--- src/rtl/scan_pkg.sv ---
package scan_pkg;

    localparam int ADDR_W = 16;

    typedef struct packed {
        logic text;
        logic hires;
        logic page2;
        logic store80;
    } scan_mode_t;

endpackage

--- src/rtl/scan_beam_ctr.sv ---
module scan_beam_ctr #(
    parameter int LINE_CYCLES = 65,
    parameter int LINE_W      = 9,
    localparam int TICK_W     = $clog2(LINE_CYCLES)
) (
    input  logic              clk,
    input  logic              rst_n,
    input  logic              frame_start,
    input  logic              cyc_en,
    output logic [TICK_W-1:0] tick,
    output logic [LINE_W-1:0] line
);

    localparam logic [TICK_W-1:0] TICK_LAST = TICK_W'(LINE_CYCLES - 1);

    typedef struct packed {
        logic [TICK_W-1:0] tick;
        logic [LINE_W-1:0] line;
    } beam_t;

    beam_t beam_d, beam_q;

    always_comb begin
        beam_d = beam_q;
        if (frame_start) begin
            beam_d = '0;
        end else if (cyc_en) begin
            if (beam_q.tick == TICK_LAST) begin
                beam_d.tick = '0;
                beam_d.line = beam_q.line + 1'b1;
            end else begin
                beam_d.tick = beam_q.tick + 1'b1;
            end
        end
    end

    always_ff @(posedge clk) begin
        if (!rst_n) beam_q <= '0;
        else        beam_q <= beam_d;
    end

    assign tick = beam_q.tick;
    assign line = beam_q.line;

    // tick never leaves the line
    p_tick_range_r2: assert property (@(posedge clk) disable iff (!rst_n)
        tick <= TICK_LAST);

    // frame start restarts the count
    p_frame_clear_r2: assert property (@(posedge clk) disable iff (!rst_n)
        frame_start |=> (tick == '0) && (line == '0));

    // strobe inside a line steps the tick, line unchanged
    p_tick_step_r2: assert property (@(posedge clk) disable iff (!rst_n)
        (cyc_en && !frame_start && tick != TICK_LAST)
        |=> (tick == $past(tick) + 1'b1) && (line == $past(line)));

    // strobe at the last tick rolls into the next line
    p_line_step_r2: assert property (@(posedge clk) disable iff (!rst_n)
        (cyc_en && !frame_start && tick == TICK_LAST)
        |=> (tick == '0) && (line == $past(line) + 1'b1));

    // no strobe, no movement
    p_idle_hold_r2: assert property (@(posedge clk) disable iff (!rst_n)
        (!cyc_en && !frame_start) |=> $stable(tick) && $stable(line));

endmodule

--- src/rtl/scan_hv_map.sv ---
module scan_hv_map #(
    parameter int TICK_W   = 7,
    parameter int LINE_W   = 9,
    parameter int HC_W     = 6,
    parameter int VC_W     = 8,
    parameter int V_OFFSET = 'hFA
) (
    input  logic [TICK_W-1:0] tick,
    input  logic [LINE_W-1:0] line,
    output logic [HC_W-1:0]   hcount,
    output logic [VC_W-1:0]   vcount
);

    localparam logic [LINE_W-1:0] V_OFS = LINE_W'(V_OFFSET);

    logic [TICK_W-1:0] tick_m1;
    logic [LINE_W-1:0] line_ofs;

    always_comb begin
        tick_m1  = tick - 1'b1;
        // the counter reads zero on the first two ticks of a line
        hcount   = (tick == '0) ? '0 : HC_W'(tick_m1);
        line_ofs = line + V_OFS;
        vcount   = VC_W'(line_ofs);
    end

endmodule

--- src/rtl/scan_addr_fold.sv ---
module scan_addr_fold
    import scan_pkg::*;
#(
    parameter int HC_W     = 6,
    parameter int VC_W     = 8,
    parameter int ROW_BIAS = 'hD
) (
    input  logic [HC_W-1:0]   hcount,
    input  logic [VC_W-1:0]   vcount,
    input  scan_mode_t        mode,
    output logic [ADDR_W-1:0] addr
);

    localparam logic [3:0] BIAS = 4'(ROW_BIAS);

    logic [3:0] row_mix;
    logic [3:0] row_sum;
    logic [9:0] base;
    logic       alt_page;
    logic       graphics;

    always_comb begin
        row_mix  = {vcount[7:6], vcount[7:6]};
        row_sum  = BIAS + {1'b0, hcount[5:3]} + row_mix;
        base     = {vcount[5:3], row_sum, hcount[2:0]};
        alt_page = mode.page2 & ~mode.store80;
        graphics = ~mode.text & mode.hires;
        if (graphics)
            addr = {1'b0, alt_page, ~alt_page, vcount[2:0], base};
        else
            addr = {4'b0000, alt_page, ~alt_page, base};
    end

endmodule

--- src/rtl/scan_fetch_addr.sv ---
module scan_fetch_addr
    import scan_pkg::*;
#(
    parameter int LINE_CYCLES = 65,
    parameter int LINE_W      = 9,
    parameter int HC_W        = 6,
    parameter int VC_W        = 8,
    parameter int V_OFFSET    = 'hFA,
    parameter int ROW_BIAS    = 'hD
) (
    input  logic        clk,
    input  logic        rst_n,
    input  logic        cyc_en,
    input  logic        frame_start,
    input  logic        mode_text,
    input  logic        mode_hires,
    input  logic        mode_page2,
    input  logic        mode_store80,
    input  logic [7:0]  ram_rdata,
    output logic [15:0] fetch_addr,
    output logic        fetch_valid,
    output logic [7:0]  float_data
);

    localparam int TICK_W = $clog2(LINE_CYCLES);

    typedef struct packed {
        logic [ADDR_W-1:0] addr;
        logic              valid;
    } out_t;

    logic [TICK_W-1:0] tick;
    logic [LINE_W-1:0] line;
    logic [HC_W-1:0]   hcount;
    logic [VC_W-1:0]   vcount;
    logic [ADDR_W-1:0] fold_addr;
    scan_mode_t        mode;
    logic              capture;
    out_t              out_d, out_q;

    assign mode    = '{text: mode_text, hires: mode_hires,
                       page2: mode_page2, store80: mode_store80};
    assign capture = cyc_en & ~frame_start;

    scan_beam_ctr #(
        .LINE_CYCLES (LINE_CYCLES),
        .LINE_W      (LINE_W)
    ) i_beam (
        .clk         (clk),
        .rst_n       (rst_n),
        .frame_start (frame_start),
        .cyc_en      (cyc_en),
        .tick        (tick),
        .line        (line)
    );

    scan_hv_map #(
        .TICK_W   (TICK_W),
        .LINE_W   (LINE_W),
        .HC_W     (HC_W),
        .VC_W     (VC_W),
        .V_OFFSET (V_OFFSET)
    ) i_hv (
        .tick   (tick),
        .line   (line),
        .hcount (hcount),
        .vcount (vcount)
    );

    scan_addr_fold #(
        .HC_W     (HC_W),
        .VC_W     (VC_W),
        .ROW_BIAS (ROW_BIAS)
    ) i_fold (
        .hcount (hcount),
        .vcount (vcount),
        .mode   (mode),
        .addr   (fold_addr)
    );

    always_comb begin
        out_d       = out_q;
        out_d.valid = capture;
        if (capture) out_d.addr = fold_addr;
    end

    always_ff @(posedge clk) begin
        if (!rst_n) out_q <= '0;
        else        out_q <= out_d;
    end

    assign fetch_addr  = out_q.addr;
    assign fetch_valid = out_q.valid;
    assign float_data  = ram_rdata;

    // a capture raises valid on the next clock
    p_valid_follow_r9: assert property (@(posedge clk) disable iff (!rst_n)
        capture |=> fetch_valid);

    // without a capture the address holds and valid is low
    p_hold_r9: assert property (@(posedge clk) disable iff (!rst_n)
        !capture |=> $stable(fetch_addr) && !fetch_valid);

    // text-like fetch sets exactly one of bits 10/11, upper bits clear
    p_text_page_r6: assert property (@(posedge clk) disable iff (!rst_n)
        (mode_text || !mode_hires)
        |-> (fold_addr[15:12] == 4'b0000) && $onehot(fold_addr[11:10]));

    // graphics fetch sets exactly one of bits 13/14
    p_gfx_page_r7: assert property (@(posedge clk) disable iff (!rst_n)
        (!mode_text && mode_hires) |-> $onehot(fold_addr[14:13]));

    // the fetch stays in the lower half of main RAM
    p_main_ram_r8: assert property (@(posedge clk) disable iff (!rst_n)
        fetch_addr[15] == 1'b0);

endmodule

--- config.mk ---
export PLATFORM = sky130hd
export DESIGN_NAME = scan_fetch_addr
export DESIGN_NICKNAME = d
export VERILOG_FILES = /design/src/rtl/scan_pkg.sv /design/src/rtl/scan_beam_ctr.sv /design/src/rtl/scan_hv_map.sv /design/src/rtl/scan_addr_fold.sv /design/src/rtl/scan_fetch_addr.sv
export SDC_FILE = /design/constraint.sdc
export NUM_CORES = 1
export LEC_CHECK = 0
export BUFFER_PORTS_ARGS = -buffer_cell sky130_fd_sc_hd__buf_2
export CAP_MARGIN = 40
export CELL_PAD_IN_SITES_DETAIL_PLACEMENT = 1
export CELL_PAD_IN_SITES_GLOBAL_PLACEMENT = 1
export CORE_MARGIN = 3
export CORE_UTILIZATION = 30
export CTS_BUF_LIST = sky130_fd_sc_hd__clkbuf_4
export DETAILED_ROUTE_END_ITERATION = 6
export GPL_ROUTABILITY_DRIVEN = 0
export PLACE_DENSITY_LB_ADDON = 0.1
export REMOVE_ABC_BUFFERS = 1
export SETUP_SLACK_MARGIN = 0.1
export SLEW_MARGIN = 10
export SYNTH_ARGS = -nofsm -noshare
export SYNTH_HDL_FRONTEND = slang
export SYNTH_SLANG_ARGS = --single-unit
--- constraint.sdc ---
create_clock -name clk -period 4.29 [get_ports clk]
set_input_delay 0.858 -clock clk [delete_from_list [all_inputs] [get_ports clk]]
set_output_delay 0.858 -clock clk [all_outputs]
set_load 0.03 [all_outputs]
==> results_dict.tcl, run 1 <==
set metrics [dict create \
    routed-wl-met3_um 228 \
    grt_max_degree 19 \
    leakagePower_uw 0.000809 \
    criticalPathCategory "register to register" \
    timing.final.crit_period_ns 2.84 \
    synthFlopType "dfxtp_1" \
    ir_worst_vdd_v 0.000101 \
    pwr-share-comb_pct 11.9 \
    internal_power_uw 384 \
    dr_wl_met2_um 1780 \
    rows 27 \
    cts_buffer_depth 2 \
    final_nets 234 \
    ys_warn_count 0 \
    drt_iter0_drc 35 \
    via_count 1371 \
    cp_slowest_stage_delay_ns 0.37 \
    rr_worst_depth 10 \
    post_drt_wl_per_cell_um 14.3 \
    rr_endpoint "fetch_addr[6]" \
    drive_gt1_share_pct 15.8 \
    tightest_slew_ns 0.634 \
    cp.required_ns 4.57 \
    whs_path_depth 2 \
    firstDrtPassIters 4 \
    hpwl_um 3010 \
    drc 0 \
    synth_top_area_cell "dfxtp_1" \
    p_sw_uw 153 \
    clock-sinks 31 \
    setup_viol 0 \
    cp_data_arrival_time_ns 3.12 \
    path_depth 10 \
    crit_chain "ha_1 > or3_4 > nor3_4 > xor2_1 > ha_1 > ha_1 > fa_1 > xor2_1 > xnor3_1 > a21oi_1" \
    crit_buf_inv 0 \
    finalInstanceArea_um2 1860 \
    syn_area_per_cell_um2 8.70 \
    coreArea_um2 5540 \
    netlist_area_um2 1730 \
    cp-start-kind "register" \
    num_antenna_cells 0 \
    io_buffers 23 \
    grt_pass1_vias 1421 \
    synth_seq_cells 31 \
    slowest_stage "dfxtp_1" \
    highest_layer "met4" \
    seqPwrFrac_pct 55.6 \
    critPathCapture "fetch_addr[6]" \
    wl_met1_um 1930 \
    syn-instance-count 199 \
    ys_seq_area_share_pct 35.9 \
    syn2layout_area_growth_pct 7.66 \
    ff2ff_setup_slack_ns 1.45 \
    switching_share_pct 28.6 \
    synthDistinctLibCells 41 \
    worstHoldPathType "register to register" \
    antenna_left 0 \
    fin_skew_ns 0.0134 \
    htree_num_levels 2 \
    setup_tns_ns 0 \
    antenna_found_initial 0 \
    netlist.area_leader.share_pct 35.9 \
    fin_crit_sh_pct 66.2 \
    clock_tree.root_cell "clkbuf_4" \
    final_util_pct 33.6 \
    async_flop_share_pct 0 \
    grt_pass1_wl_um 6950 \
    synthTopCellsByArea "dfxtp_1 (36%), ha_1 (6.5%), xor2_1 (6.1%)" \
    worst-path-max-fanout 5 \
    setup_ws_ns 1.45 \
    cp-end-kind "register" \
    reg2reg_from "i_beam.line[1]" \
    post_cts.repair.setup_buffers 0 \
    ctsHoldBuffers 0 \
    die_w_um 81.9 \
    placed_area_um2 1810 \
    worstSetupStartpoint "i_beam.line[1]" \
    die_y_um 81.9 \
    cts_resized 0 \
    slew_violations 0 \
    slew_headroom_pct 57.7 \
    synth-edff-count 0 \
    fmax_ghz 0.352 \
    clkPwrFrac_pct 32.5 \
    rsz0062_at_grt "false" \
    clkLatencyLatePin_ns 0.34 \
    drt-total-wl_um 4010 \
    cp_top_family "adder cells" \
    ios 41 \
    start_util_pct 31.2 \
    finalHoldViolations 0 \
    max-cap-violations 0 \
    cts_tree "yes" \
    status "completed" \
    dp_worst_setup_slack_ns 1.48 \
    cts_inserted_buffers 5 \
    overflow 0 \
    die-area_um2 6710 \
    power.density_nw_per_um2 288 \
    avgViaCountPerCell 4.88 \
    path_clk_slew_ns 0.10 \
    grtUsageTotal_pct 13.8 \
    cp_common_cell "ha_1" \
]
cells in the final DEF (no fill, tap or decap), types with 4 or more instances in the layout:
master | netlist | layout
nand2b_1 | 4 | 4
nor2_1 | 14 | 14
dfxtp_1 | 31 | 31
xor2_1 | 12 | 12
nand4_1 | 5 | 5
inv_1 | 5 | 5
mux2i_1 | 4 | 4
nand3_1 | 9 | 9
a21oi_1 | 9 | 9
buf_2 | 3 | 23
clkbuf_4 | 0 | 6
ha_1 | 9 | 9
a21boi_0 | 7 | 7
o21ai_0 | 5 | 5
xnor2_1 | 4 | 4
nor2b_1 | 4 | 4
nand2_1 | 23 | 23
per-stage QoR:
step,std cells,total power (uW),hold WS [ns]
detailed placement,273,370,0.462
global route,281,570,0.508
global placement,273,370,0.447
CTS,281,547,0.476
finish,281,537,0.469
floorplan,177,348,0.483
final cells by class:
type,count,area [um2]
Inverter,5,18.8
Sequential cell,31,621
Timing Repair Buffer,24,123
Multi-Input combinational cell,141,958
Fill cell,685,3680
Clock buffer,6,45.0
Clock inverter,2,7.51
Tap cell,72,90.1
synth_stat cells, types with 2 or more instances:
| library cell | n |
|---|---|
| o211a_1 | 3 |
| and3_1 | 2 |
| clkbuf_1 | 7 |
| buf_4 | 10 |
| o21ai_0 | 5 |
| xor2_1 | 12 |
| and2_1 | 3 |
| dfxtp_1 | 31 |
| nand3_1 | 9 |
| o211ai_1 | 2 |
| nor2b_1 | 4 |
| nand4_1 | 5 |
| xnor2_1 | 4 |
| ha_1 | 9 |
| a21oi_1 | 9 |
| buf_2 | 3 |
| inv_1 | 5 |
| a21boi_0 | 7 |
| mux2i_1 | 4 |
| o31ai_1 | 2 |
| nand4b_1 | 2 |
| nand2_1 | 23 |
| nor2_1 | 14 |
| nand2b_1 | 4 |
| nor3_1 | 2 |
| or3_1 | 3 |
state kept, by name (all words and copies together) (netlist names):
name / cells
fetch_valid: 1
i_beam.tick: 7
fetch_addr: 15
i_beam.line: 8
power groups by stage:
stage / Sequential (uW) / Clock [uW] / Combinational (uW)
final: 299 / 175 / 64.1
after global routing: 300 / 197 / 72.8
after CTS: 299 / 183 / 65.2
after detailed placement: 305 / 0 / 64.7
after global placement: 305 / 0 / 64.5
after floorplan: 318 / 0 / 29.3
worst min-delay path by stage:
| stage | from | endpoint |
|---|---|---|
| 4_1_cts | fetch_addr[12] | fetch_addr[12] |
| 6_report | fetch_addr[12] | fetch_addr[12] |
| 3_3_place_gp | fetch_addr[5] | fetch_addr[5] |
| 2_1_floorplan | i_beam.line[7] | i_beam.line[7] |
| 5_1_grt | fetch_addr[7] | fetch_addr[7] |
| 3_5_place_dp | fetch_addr[12] | fetch_addr[12] |
logic make-up after synthesis:
kind of cell	after synthesis	share of synthesized area, %
other	1	0.217
XOR/XNOR	17	9.40
AND/OR/NAND/NOR	80	24.9
AO/OA/AOI/OAI	29	10.9
flip-flops	31	35.9
multiplexers	4	2.31
adder cells (fa/ha/maj)	10	7.66
buffers and inverters	27	8.75
worst register-to-register path, cell delays in order (launching register included):
cell and delay, ns:
dfxtp_1 0.37, ha_1 0.26, or3_4 0.37, nor3_4 0.18, xor2_1 0.20, ha_1 0.27, ha_1 0.21, fa_1 0.37
xor2_1 0.17, xnor3_1 0.24, a21oi_1 0.15
metal layers:
layer  track usage (%)  vias up
met3              4.61        7
met2              21.3       40
met1              17.2      642
met4              6.31        0
li1                  -      682
met5                 0        -
No activity file was read; power rests on OpenSTA's default activity.
==> inputs of run 2 (changes only) <==
--- a/config.mk
+++ b/config.mk
@@ -5,6 +5,7 @@
 export SDC_FILE = /design/constraint.sdc
 export NUM_CORES = 1
 export LEC_CHECK = 0
+export ABC_AREA = 1
 export BUFFER_PORTS_ARGS = -buffer_cell sky130_fd_sc_hd__buf_2
 export CAP_MARGIN = 40
 export CELL_PAD_IN_SITES_DETAIL_PLACEMENT = 1
==> constraint.sdc (replaced) <==
create_clock -name clk -period 2.55 [get_ports clk]
set_input_delay 0.51 -clock clk [delete_from_list [all_inputs] [get_ports clk]]
set_output_delay 0.51 -clock clk [all_outputs]
set_load 0.03 [all_outputs]
==> run 2 against run 1 <==
Compared with the run above:
- clock-buffer cell count is 1 lower
- sequential power is 68% higher
- utilization is 5.5 points higher
- largest power group unchanged
- sequential share of layout area is 2.5 points lower
- final cell count is 16% higher
- critical endpoint unchanged
- critical path depth is 4 higher
- clock skew is 0.0064 ns lower
- routed wire length is 7.0% higher
- fmax is 25% higher
- sequential cell count stayed put
==> results_dict.tcl, run 2 <==
set metrics [dict create \
    grt_pass1_wl_um 7430 \
    io_buffers 23 \
    status "completed" \
    antenna_found_initial 0 \
    synthDistinctLibCells 26 \
    clock-sinks 31 \
    synth.most_common_cell "nand2_1" \
    synth_top_area_cell "dfxtp_1" \
    criticalPathCategory "register to register" \
    layout_common_cells "nand2_1 (46), nor2_1 (25), dfxtp_1 (24)" \
    post_cts.repair.setup_buffers 0 \
    timing.final.crit_period_ns 2.28 \
    internal_power_uw 643 \
    worst-path-max-fanout 4 \
    cp-start-kind "register" \
    num_antenna_cells 0 \
    cp-end-kind "register" \
    die-area_um2 6590 \
    synthTopCellsByArea "dfxtp_1 (37%), nand2_1 (11%), ha_1 (6.6%)" \
    ios 41 \
    path_clk_slew_ns 0.10 \
    coreArea_um2 5270 \
    reg2reg_from "i_beam.tick[1]" \
    cts_inserted_buffers 5 \
    ys_seq_area_share_pct 36.6 \
    largest_register_ffs 15 \
    crit_chain "inv_4 > ha_4 > nand2_2 > xor2_2 > a21oi_2 > ha_1 > ha_2 > fa_2 > xor2_2 > inv_1 > nand2_1 > nand3_1 > nand2_1 > inv_1" \
    clkPwrFrac_pct 30.4 \
    seqPwrFrac_pct 54.4 \
    antenna_left 0 \
    netlist.area_leader.share_pct 36.6 \
    worstSetupStartpoint "i_beam.tick[1]" \
    power.density_nw_per_um2 449 \
    cp_top_family "adder cells" \
    synth_seq_cells 31 \
    cp_slowest_stage_delay_ns 0.40 \
    async_flop_share_pct 0 \
    ys_warn_count 0 \
    clkLatencyLatePin_ns 0.34 \
    hpwl_um 3330 \
    avgViaCountPerCell 4.70 \
    firstDrtPassIters 4 \
    via_count 1536 \
    finalHoldViolations 0 \
    ir_worst_vdd_v 0.000182 \
    min-delay-start "cyc_en" \
    pwr-share-comb_pct 15.2 \
    die_y_um 81.2 \
    grt_max_degree 16 \
    dp_worst_setup_slack_ns 0.00982 \
    drc 0 \
    drt-total-wl_um 4300 \
    power_uw 924 \
    rsz0062_at_grt "false" \
    clock_tree.root_cell "clkbuf_4" \
    slowest_stage "dfxtp_4" \
    syn2layout_area_growth_pct 21.5 \
    synth_commonest_cells "nand2_1 (50), dfxtp_1 (31), nor2_1 (29), inv_1 (24), a21oi_1 (21)" \
    fin_skew_ns 0.00704 \
    crit_buf_inv 3 \
    rows 26 \
    grtUsageTotal_pct 14.8 \
    max-cap-violations 0 \
    setup_viol 0 \
    syn-instance-count 235 \
    netlist_area_um2 1700 \
    grt_pass1_vias 1552 \
    cts_buffer_depth 2 \
    setup_tns_ns 0 \
    fin_crit_sh_pct 89.4 \
    slew_violations 0 \
    drive_gt1_share_pct 30.4 \
    switching_share_pct 30.4 \
    overflow 0 \
    start_util_pct 32.2 \
    syn_area_per_cell_um2 7.21 \
    worstHoldPathType "input pin to register" \
    final_common_cell "nand2_1" \
    cp.required_ns 2.80 \
    p_sw_uw 281 \
    ctsHoldBuffers 0 \
    synth-edff-count 0 \
    leakagePower_uw 0.000878 \
    post_drt_wl_per_cell_um 13.1 \
    fmax_ghz 0.439 \
    cp_data_arrival_time_ns 2.52 \
    setup_ws_ns 0.270 \
    final_nets 283 \
    drt_iter0_drc 22 \
    htree_num_levels 2 \
    die_w_um 81.2 \
    cts_tree "yes" \
    synthFlopType "dfxtp_1" \
]
-- run 2: final timing paths --
kind                     to  slack [ns]  cells past startpoint
max           fetch_addr[6]        0.27                     14
min          i_beam.tick[0]        0.47                      3
max reg2reg   fetch_addr[6]        0.27                     14
min reg2reg  fetch_addr[13]        0.47                      2
-- run 2: power groups by stage --
stage | logic, uW | registers (uW) | clock network [uW]
6_report | 140 | 503 | 281
3_3_place_gp | 123 | 515 | 0
5_1_grt | 159 | 505 | 312
3_5_place_dp | 125 | 515 | 0
4_1_cts | 128 | 504 | 291
2_1_floorplan | 59.2 | 539 | 0
-- run 2: layout make-up --
type | count | area, um2
fillers | 686 | 3210
multi-input cells | 165 | 1040
flip-flops and latches | 31 | 634
repair buffers | 26 | 141
inverters | 28 | 110
well taps | 70 | 87.6
clock buffers | 5 | 37.5
clock inverters | 2 | 8.76
-- run 2: what timing repair did --
| item | 4_1_cts | 5_1_grt |
|---|---|---|
| endpoints found under the setup margin | 1 | 1 |
| cloned | 0 | 0 |
| pin swaps | 2 | 10 |
| gates resized for setup | 9 | 43 |
-- run 2: per-layer routing --
layer  wire, um  part of all wire, %  track usage (%)  up-vias
met4         64                  1.5             5.57        0
met2       2030                   47             23.9       33
li1           -                    -                -      779
met1       2000                   46             18.7      717
met3        205                  4.8             4.32        7
met5          0                    0                0        -
-- run 2: through the flow --
stage | instance area [um2] | util [%] | hold slack (ns) | instances
after floorplan | 1620 | - | 0.453 | 224
after global placement | 1840 | 35.0 | 0.454 | 320
after detailed placement | 1840 | 35.0 | 0.457 | 320
after CTS | 1910 | 36.2 | 0.457 | 327
after global routing | 2060 | 39.1 | 0.495 | 327
final | 2060 | 39.1 | 0.467 | 327
-- run 2: worst min-delay path: stages --
cell     delay [ns]
buf_2          0.13
nand2_1        0.07
a21oi_1        0.06
-- run 2: cell families (layout without fill, tap and decap cells) --
family	count (synthesis)	after routing	synth area share, %
buffers and inverters	39	61	10.8
XOR/XNOR	9	9	4.65
AO/OA/AOI/OAI	36	36	11.0
adder cells (fa/ha/maj)	10	10	7.82
flip-flops	31	31	36.6
other	1	1	0.221
AND/OR/NAND/NOR	109	109	28.9
